$ cat config.mk
export PLATFORM = sky130hd
export DESIGN_NAME = denorm_clamp
export DESIGN_NICKNAME = d
export VERILOG_FILES = /design/src/rtl/denorm_clamp.sv
export SDC_FILE = /design/constraint.sdc
export NUM_CORES = 1
export LEC_CHECK = 0
export BUFFER_PORTS_ARGS = -buffer_cell sky130_fd_sc_hd__buf_2
export CAP_MARGIN = 20
export CORE_MARGIN = 8
export CORE_UTILIZATION = 56
export DETAILED_ROUTE_END_ITERATION = 16
export PLACE_DENSITY = 0.8
export RECOVER_POWER = 25
export SYNTH_ARGS = -nofsm -noshare
export SYNTH_HDL_FRONTEND = slang
export SYNTH_SLANG_ARGS = --single-unit
$ cat constraint.sdc
create_clock -name clk -period 7.4 [get_ports clk]
set_clock_uncertainty 0.15 [all_clocks]
set_input_delay 0.37 -clock clk [delete_from_list [all_inputs] [get_ports clk]]
set_output_delay 0.37 -clock clk [all_outputs]
set_load 0.05 [all_outputs]
$ cat src/rtl/denorm_clamp.sv
module denorm_clamp #(
  parameter int CH   = 3,
  parameter int IN_W = 16,
  parameter int FRAC = 12
) (
  input  logic               clk,
  input  logic               rst_n,
  input  logic               reg_we,
  input  logic [3:0]         reg_wdata,
  input  logic               in_valid,
  input  logic [CH*IN_W-1:0] in_pix,
  output logic               out_valid,
  output logic [CH*12-1:0]   out_code,
  output logic [CH*10-1:0]   out_bus10,
  output logic [CH*2-1:0]    out_lsb
);
  localparam int W   = IN_W + 14;
  localparam int RND = 1 << (FRAC - 1);

  logic [1:0] mode_q;
  logic       fmt_q;

  always_ff @(posedge clk or negedge rst_n)
    if (!rst_n) begin
      mode_q <= 2'd2;
      fmt_q  <= 1'b1;
    end else if (reg_we && !reg_wdata[2]) begin
      mode_q <= reg_wdata[1:0];
      fmt_q  <= reg_wdata[3];
    end

  function automatic logic [11:0] scale(input logic [IN_W-1:0] x, input logic [1:0] m);
    logic signed [W-1:0] xe, t, v, lim;
    int n;
    n   = (m == 2'd1) ? 8 : (m == 2'd2) ? 10 : 12;
    xe  = $signed({{(W-IN_W){x[IN_W-1]}}, x});
    t   = (m == 2'd0) ? (xe <<< 12) : ((xe <<< n) - xe);
    v   = (t + $signed(W'(RND))) >>> FRAC;
    lim = $signed((W'(1) << n) - W'(1));
    if (v < 0)        return 12'd0;
    else if (v > lim) return lim[11:0];
    else              return v[11:0];
  endfunction

  for (genvar c = 0; c < CH; c++) begin : g_ch
    logic [11:0] code_d;
    logic [9:0]  bus_d;
    logic [1:0]  lsb_d;

    assign code_d = scale(in_pix[c*IN_W +: IN_W], mode_q);

    always_comb begin
      bus_d = '0;
      lsb_d = '0;
      if (fmt_q)
        case (mode_q)
          2'd1:    bus_d = {code_d[7:0], 2'b00};
          2'd2:    bus_d = code_d[9:0];
          default: begin
            bus_d = code_d[11:2];
            lsb_d = code_d[1:0];
          end
        endcase
    end

    always_ff @(posedge clk or negedge rst_n)
      if (!rst_n) begin
        out_code[c*12 +: 12] <= '0;
        out_bus10[c*10 +: 10] <= '0;
        out_lsb[c*2 +: 2]     <= '0;
      end else if (in_valid) begin
        out_code[c*12 +: 12] <= code_d;
        out_bus10[c*10 +: 10] <= bus_d;
        out_lsb[c*2 +: 2]     <= lsb_d;
      end
  end

  always_ff @(posedge clk or negedge rst_n)
    if (!rst_n) out_valid <= 1'b0;
    else        out_valid <= in_valid;
endmodule

==> results by stage, run 1 <==
Yosys:
- The cell area after synthesis is 0.0115 mm².
- The Yosys step of the flow raised 0 warnings.
- In the synthesized netlist the dominant register cell turns out to be dfrtp_1.
- The number of instances in the synthesized netlist is 1438.
- Each instance of the synthesized netlist takes up on average 8.01 µm².
- In this run, synthesis inferred 0 flip-flops with an integrated enable.
- The total of flip-flops plus latches after synthesis is 76.
- The share of async-settable or async-resettable flops after synthesis is 100%.
- The count of unique library cells instantiated by Yosys is 114.
- For this run, the register share of the synthesized area comes to 16.5%.

Floorplanning:
- The initial utilization of the core area, before any placement, comes to 56.9%.
- The total core area is 0.0202 mm².
- The die outline width is 159 µm.
- Measured along the y axis, the die boundary spans 159 µm.
- The number of placed I/O pins is 129.
- The number of placement rows is 52.
- The die covers 0.0254 mm².

STA:
- The slew at the pin with the worst max-slew slack is 4100 ps.
- The achievable frequency is 141 MHz.
- The final count of pins violating max slew is 77.
- Setup repair after global routing could not meet its margin everywhere.
- The number of hold-slack violations in the final timing report came to 0.
- Final hold analysis gives a worst-case slack of 115 ps.
- Of the available clock period, the critical path in the final layout requires 95.8%.
- Counting I/O delays and the setup requirement, the final critical path takes 7090 ps.
- The worst pin sits at a relative slew slack of -173%.
- Setup violations remaining at the end of the flow were counted as 0.

Route:
- In the routed design, unresolved DRC markers number 0.
- Once detail routing completed, the nets flagged for antenna violations numbered 0.
- The final routed wire length divided by cell count is 19.8 µm.
- Wires add up to 36900 µm.
- Dividing the detail-routed via count by the number of cells gives 6.60.
- After the first detailed-routing iteration, the DRC count stood at 965.
- The number of iterations in the first detailed-routing pass is 9.
- Across all layers, the routed design uses 12300 vias.

Finish:
- The share of cells above drive strength 1 is 20.8%.
- Cells fill 65.6% of the core in the end.
- Compared with the post-synthesis result, the final layout area differs by 15.2%.
- The antenna diode count is 0.
- The layout has 1802 filler cells.
- The number of nets in the layout is 1751.

Worst setup path:
- The endpoint type of the worst setup path is a flip-flop.
- STA puts the critical path data required time at 7440 ps.
- The critical path contains buffers and inverters numbering 4 combined.
- In this run the worst path has a maximum fanout of 27.
- The slowest stage of the critical path belongs to the cell or4b_4.
- The critical path launch point type is a flip-flop.
- On the worst path, the slowest cell contributes a delay of 580 ps.
- The cell family contributing the most delay on the critical path is compound AO/OA/AOI/OAI gates.
- The critical path arrival is 7130 ps.
- The start-to-end type of the worst setup path is flip-flop to flip-flop.

Pwr:
- The share of total power in sequential cells is 14.6%.
- The switching power is 2.35 mW.
- The cell leakage power is 5.77 nW.
- The proportion of total power due to net switching is 55.1%.
- The worst supply voltage drop on vdd is 190 µV.
- In this run, the combinational gates consume 76.0% of the power.
- The internal power is 1.92 mW.
- The proportion of power drawn by the clock network is 9.5%.
- The power per standard cell area is 322 mW/mm².

GRT:
- The final global-route overflow total is 0.
- The number of global-route vias before repair is 11900.
- Entering global routing, the biggest net connects 77 pins.
- The global-route usage over all layers is 27.4%.
- The first global-routing pass estimated 58600 µm of wire.
- The number of antenna violations at the first check in global routing came to 0.

Clock network:
- Clock-pin slew was measured on the worst setup and hold paths at 60 ps.
- CTS placed an instance of clkbuf_16 at the clock tree root.
- The number of levels in the clock H-tree is 3.
- The clock tree from TritonCTS is done.
- The clock insertion delay at the later pin of the skew report is 340 ps.
- The number of clock sinks is 76.
- Counting the buffers created by CTS gives 9.
- The maximum buffer depth of the clock tree is 2.

Worst hold path:
- The path class of the lowest-slack min-delay path is primary input to flip-flop.

Flow run:
- Across the run, the number of max-cap violations was 1.

Place:
- The final HPWL from detailed placement is 28500 µm.
- The count of input and output buffers is 128.
- The routability congestion estimate is 0.982.

Outcome:
- The flow ran to the end, but the final reports show violations.
- The checks that failed: max-capacitance violations, max-slew violations.
==> final timing paths <==
| path | from | endpoint | slack [ps] | cells past startpoint |
|---|---|---|---|---|
| max | mode_q[1] | out_bus10[24] | 310 | 27 |
| min | reg_wdata[1] | mode_q[1] | 120 | 3 |
| max reg2reg | mode_q[1] | out_bus10[24] | 310 | 27 |
| min reg2reg | out_code[26] | out_code[26] | 330 | 1 |
| max in group asynchronous | rst_n | out_code[0] | 3490 | 1 |
| min in group asynchronous | rst_n | out_bus10[13] | 1300 | 1 |
==> worst register-to-register path, cell delays in order, from the launching register on <==
cell and delay [ps]:
dfstp_2 570, inv_1 100, ha_4 360, clkinv_1 100, buf_4 230, o31a_1 350
ha_2 430, nand4_1 160, o22ai_1 180, a31oi_1 160, and3_1 250, o31ai_4 260
nand3_1 110, or4b_4 580, nor4_4 280, xnor2_1 200, a21oi_4 100, inv_2 130
ha_1 270, o21a_1 110, o21ai_0 150, nand2b_1 90, or3_1 380, a22oi_2 220
o22ai_4 150, or2_1 320, a222oi_1 440, o21ai_1 120
==> synth_stat cells, drive strengths merged (14+ instances only) <==
library cell	instances	area, µm²
o31ai	14	129
xnor2	38	340
a211oi	21	185
nand3	44	220
and2	26	168
inv	79	297
a21oi	82	422
dfrtp	74	1850
ha	106	1330
nor3b	16	141
nand2	135	514
nor2	103	389
a31oi	24	150
clkbuf	45	169
o21a	18	135
buf	22	100
mux4	23	518
mux2i	41	423
o211ai	14	105
xor2	30	263
nand4	28	175
a21o	22	165
o21ai	103	519
o2bb2ai	24	210
mux2	16	180
nor3	32	176
nor2b	18	113
or3	20	125
==> per-stage QoR <==
stage	setup slack [ps]	power, mW	TNS, ps	std cells	instance area [µm²]
2_1_floorplan	99.0	2.92	0	1455	11600
3_3_place_gp	81.4	3.67	0	1835	12700
3_5_place_dp	-4.50	3.71	-4.50	1835	12700
4_1_cts	41.5	4.13	0	1851	13000
5_1_grt	-39.3	4.55	-39.3	1864	13300
6_report	313	4.27	0	1864	13300
==> timing repair <==
action | 4_1_cts | 5_1_grt
pin swaps | 0 | 10
resized for setup | 2 | 44
gates cloned | 0 | 1
buffers inserted | 0 | 12
hold endpoints to repair | 0 | 0
hold buffers | 0 | 0
endpoints found under the setup margin | 1 | 54
==> placed cells by master, fill, tap and decap left out, types with 9 or more instances in the layout <==
cell type	count
nand2_1	134
buf_2	127
nor2_1	100
ha_1	98
o21ai_0	82
a21oi_1	78
inv_1	76
dfrtp_1	74
buf_4	58
nand3_1	43
mux2i_1	39
xnor2_1	37
xor2_1	30
nand4_1	28
nor3_1	28
and2_1	24
a31oi_1	24
o2bb2ai_1	24
mux4_2	23
a21o_1	22
or3_1	20
nor2b_1	18
o21a_1	18
conb_1	18
a211oi_1	16
mux2_2	16
o21ai_1	15
o211ai_1	14
nor3b_1	13
nand2b_1	11
and3_1	10
nand3b_1	10
o31ai_1	10
a22oi_1	10
a22o_1	10
clkbuf_16	10
a221oi_1	9
==> metal layers <==
metal / vias up / share of wire [%] / global-route usage, %
met5: - / 0 / 0
met4: 0 / 4.8 / 13.6
met3: 133 / 6.5 / 4.06
met2: 520 / 49 / 48.5
met1: 5890 / 40 / 31.7
li1: 5760 / - / -
==> layout make-up <==
| class | instances | area, µm² | area share [%] |
|---|---|---|---|
| Multi-Input combinational cell | 1232 | 9300 | 70.1 |
| Sequential cell | 76 | 1900 | 14.4 |
| Timing Repair Buffer | 190 | 1150 | 8.68 |
| Tap cell | 270 | 338 | 2.55 |
| Inverter | 80 | 300 | 2.26 |
| Clock buffer | 10 | 229 | 1.73 |
| Clock inverter | 6 | 41.3 | 0.311 |
==> power groups by stage <==
stage / clock network [mW] / registers, mW / logic [mW]
finish: 0.405 / 0.622 / 3.24
floorplan: 0 / 1.07 / 1.85
detailed placement: 0 / 0.626 / 3.09
global route: 0.422 / 0.636 / 3.49
global placement: 0 / 0.624 / 3.04
CTS: 0.405 / 0.621 / 3.11
==> sequential cells by signal (all words and copies together), names as in the netlist <==
name and cells:
out_bus10 30, out_code 36, mode_q 2, out_lsb 6
fmt_q 1, out_valid 1
==> cell families after synthesis <==
group                      count (synthesis)  share of synthesized area (%)
AOI/OAI and AO/OA                        461                           28.7
xor gates and xnor gates                  68                           5.24
adders and majority gates                106                           11.5
buffers and inverters                    147                           4.94
DFF                                       76                           16.5
muxes                                     80                           9.73
other                                      1                         0.0326
and+or+nand+nor                          499                           23.3
No activity file was read; power rests on OpenSTA's default activity.
==> inputs of run 2 (changes only) <==
Settings changed: CELL_PAD_IN_SITES_DETAIL_PLACEMENT from default to 1, CELL_PAD_IN_SITES_GLOBAL_PLACEMENT from default to 2, CORE_UTILIZATION 56 to 33, GPL_TIMING_DRIVEN from default to 0, PLACE_DENSITY 0.8 to default, PLACE_DENSITY_LB_ADDON from default to 0.1.
==> run 2 against run 1 <==
Effect of this change: the flow still finishes with violations (max-capacitance violations, max-slew violations); maximum frequency fell by 1.6%; worst setup slack worse by 110 ps; routed wire length rose by 42%; die area is 62% higher; register-to-register slack worse by 110 ps; largest cell class unchanged; largest power group unchanged; highest routed layer unchanged.
==> results by stage, run 2 (synthesized netlist as in run 1, its figures left out) <==
Outcome:
- The run finished, with violations left.
- The final reports fail on max-capacitance violations, max-slew violations.

Finish:
- The largest register by flop count is out_code.
- Cells with a size suffix above 1 make up 26.6% of the layout.
- Leaving out fill and tap cells, the most frequent cell in the layout is nand2_1.
- The flip-flop count of the largest register, all copies and words added is 36.
- The antenna diode count is 0.
- Measured on the finished design, the core utilization comes to 41.9%.
- The final layout contains 1791 nets.
- In the final layout, the registers with the most flip-flops are out_code x36, out_bus10 x30, out_lsb x6.
- Once layout is complete, the cells apart from fillers number 2089.
- From synthesis to final layout, the design area changed by 25.4%.
- The library cells used most frequently in the layout, excluding fill and tap cells, are nand2_1, buf_2, nor2_1, ha_1.
- The number of fill cells in the layout is 4177.

Floorplanning:
- The die is 203 µm wide.
- The number of placement rows is 68.
- The number of placed I/O pins is 129.
- The die covers 0.0411 mm².
- The initial core utilization is 33.4%.
- The die span in y is 203 µm.
- The core region is 0.0345 mm².

GRT:
- The pin count of the biggest net entering global routing is 52.
- The number of global-route vias before repair is 13100.
- The number of antenna violations at the first check in global routing is 1.
- The final global-route overflow total is 0.
- For this run, the total global-route usage over all layers was measured as 24.7%.
- The first global-routing pass estimated 80000 µm of wire.

Worst hold path:
- The path class of the lowest-slack min-delay path is primary input to flip-flop.

Worst setup path:
- The largest single stage delay on the critical path is 620 ps.
- The endpoint type of the worst setup path is a flip-flop.
- The worst setup path is launched from a flip-flop.
- The number of buffers and inverters on the critical path is 6.
- Broken down by cell family, the worst path's largest delay share belongs to simple AND/OR/NAND/NOR gates.
- The endpoint required time on the critical path is 7450 ps.
- The largest fanout on the critical path is 10.
- The most numerous cell on the critical path is nor2_1.
- Data arrives at the worst endpoint at 7250 ps.
- The setup path with the least slack is of type flip-flop to flip-flop.
- The slowest stage cell on the critical path is or4b_4.

STA:
- In this run the tightest slew margin relative to its limit is -90.7%.
- The number of hold-slack violations in the final timing report is 0.
- For the pin with the worst max-slew slack, the measured transition is 2860 ps.
- The achievable frequency is 139 MHz.
- In the finished design, the share of the clock period the worst path needs comes to 97.3%.
- The number of setup violations in the final report is 0.
- The worst path in the final design needs a cycle of 7200 ps, including I/O delays and setup.
- Setup repair after global routing could not meet its margin everywhere.
- The final count of pins violating max slew is 52.

Pwr:
- In this run the static leakage power is 6.03 nW.
- IR analysis of the VDD net gives a maximum drop of 184 µV.
- The share of total power in sequential cells is 13.2%.
- The internal power is 2.07 mW.
- Combinational logic burns 77.8% of the power.
- The proportion of total power due to net switching is 56.6%.
- The proportion of power drawn by the clock network is 9.0%.
- The switching power is 2.70 mW.
- The power per standard cell area is 331 mW/mm².

Clock network:
- The clock passes through at most 2 buffers.
- The cell sitting at the root of the clock tree is a clkbuf_16.
- The clock insertion delay at the later pin of the skew report is 340 ps.
- The tree built by TritonCTS fans out to 76 sinks.
- TritonCTS built the clock tree.
- The clock-pin slew on the worst setup and hold paths is 70 ps.
- The number of CTS-inserted buffers is 9.
- The H-tree was split into 3 levels.

Route:
- After detailed routing, the number of remaining DRC violations is 0.
- The final routed wire length divided by cell count is 25.1 µm.
- The number of nets with antenna violations after detailed routing is 0.
- The number of iterations in the first detailed-routing pass is 5.
- The detailed router placed 12500 vias in this run.
- The wire length after detailed routing is 52400 µm.
- Dividing the detail-routed via count by the number of cells gives 6.00.
- The initial detailed-routing violation count is 816.

Place:
- The count of input and output buffers is 128.
- The congestion estimate from routability-driven global placement came to 0.898.
- The final HPWL from detailed placement is 41300 µm.
- Counting tap cells, the placed design contains a total of 2040 instances.

Flow run:
- The number of max-cap violations is 1.
[run 2: cell types whose count changed in the layout (fill, tap and decap cells not counted), sizes merged]
cell / previous run / this run
clkbuf: 12 / 49
clkdlybuf4s15: 0 / 3
inv: 79 / 82
buf: 188 / 186
clkinv: 4 / 2
dlygate4sd3: 0 / 1
[run 2: worst reg2reg max path, delay by kind of cell, from the launching register on]
kind                       cells  cell delay, ps
and+or+nand+nor               14            2860
xor gates and xnor gates       2             440
DFF                            1             570
adders and majority gates      4            1110
buffers and inverters          6             750
AOI/OAI and AO/OA              5            1210
[run 2: per-layer routing]
layer  up-vias  global-route usage [%]  routed length, µm
met3        71                    2.23               1820
met4         0                    7.54               1720
met5         -                       0                  0
met2       279                    42.0              25000
met1      6351                    32.8              23900
li1       5824                       -                  -
[run 2: cell type report]
type                    count  area, µm²  share of cell area (%)
multi-input cells        1232       9940                    68.8
inverters                  80        310                    2.15
clock inverters             7       60.1                   0.416
well taps                 455        569                    3.94
clock buffers               9        225                    1.56
plain buffers              57        438                    3.03
repair buffers            173        996                    6.90
flip-flops and latches     76       1900                    13.2
[run 2: path summary, 6_finish.rpt]
check | startpoint | endpoint | slack (ps) | cells past startpoint
worst max-delay path | mode_q[1] | out_bus10[24] | 200 | 31
worst min-delay path | in_valid | out_valid | 80 | 1
worst max register to register | mode_q[1] | out_bus10[24] | 200 | 31
worst min register to register | out_code[12] | out_code[12] | 330 | 2
max in group asynchronous | rst_n | out_bus10[9] | 2990 | 3
min in group asynchronous | rst_n | out_code[15] | 750 | 2
[run 2: metrics by stage]
| step | instance area [µm²] | worst slack, ps | total power, mW | hold slack [ps] | TNS (ps) |
|---|---|---|---|---|---|
| final | 14400 | 200 | 4.78 | 83.0 | 0 |
| after global routing | 14400 | -38.4 | 5.08 | 82.5 | -273 |
| after CTS | 13900 | 8.25 | 4.56 | 82.1 | 0 |
| after detailed placement | 12800 | -2570 | 3.89 | 167 | -165880 |
| after global placement | 12800 | -2400 | 3.85 | 317 | -158240 |
| after floorplan | 11600 | 99.0 | 2.92 | -75.6 | 0 |
[run 2: timing repair]
item,4_1_cts,5_1_grt
setup endpoints to repair,72,68
pin swaps,20,38
endpoints found under the hold margin,25,0
buffers inserted,25,17
resized for setup,156,114
hold buffers,1,0
[run 2: power groups by stage]
stage	Sequential (mW)	Combinational [mW]	Clock, mW
2_1_floorplan	1.07	1.85	0
3_3_place_gp	0.639	3.21	0
3_5_place_dp	0.639	3.26	0
4_1_cts	0.633	3.49	0.435
5_1_grt	0.648	3.98	0.450
6_report	0.633	3.71	0.430
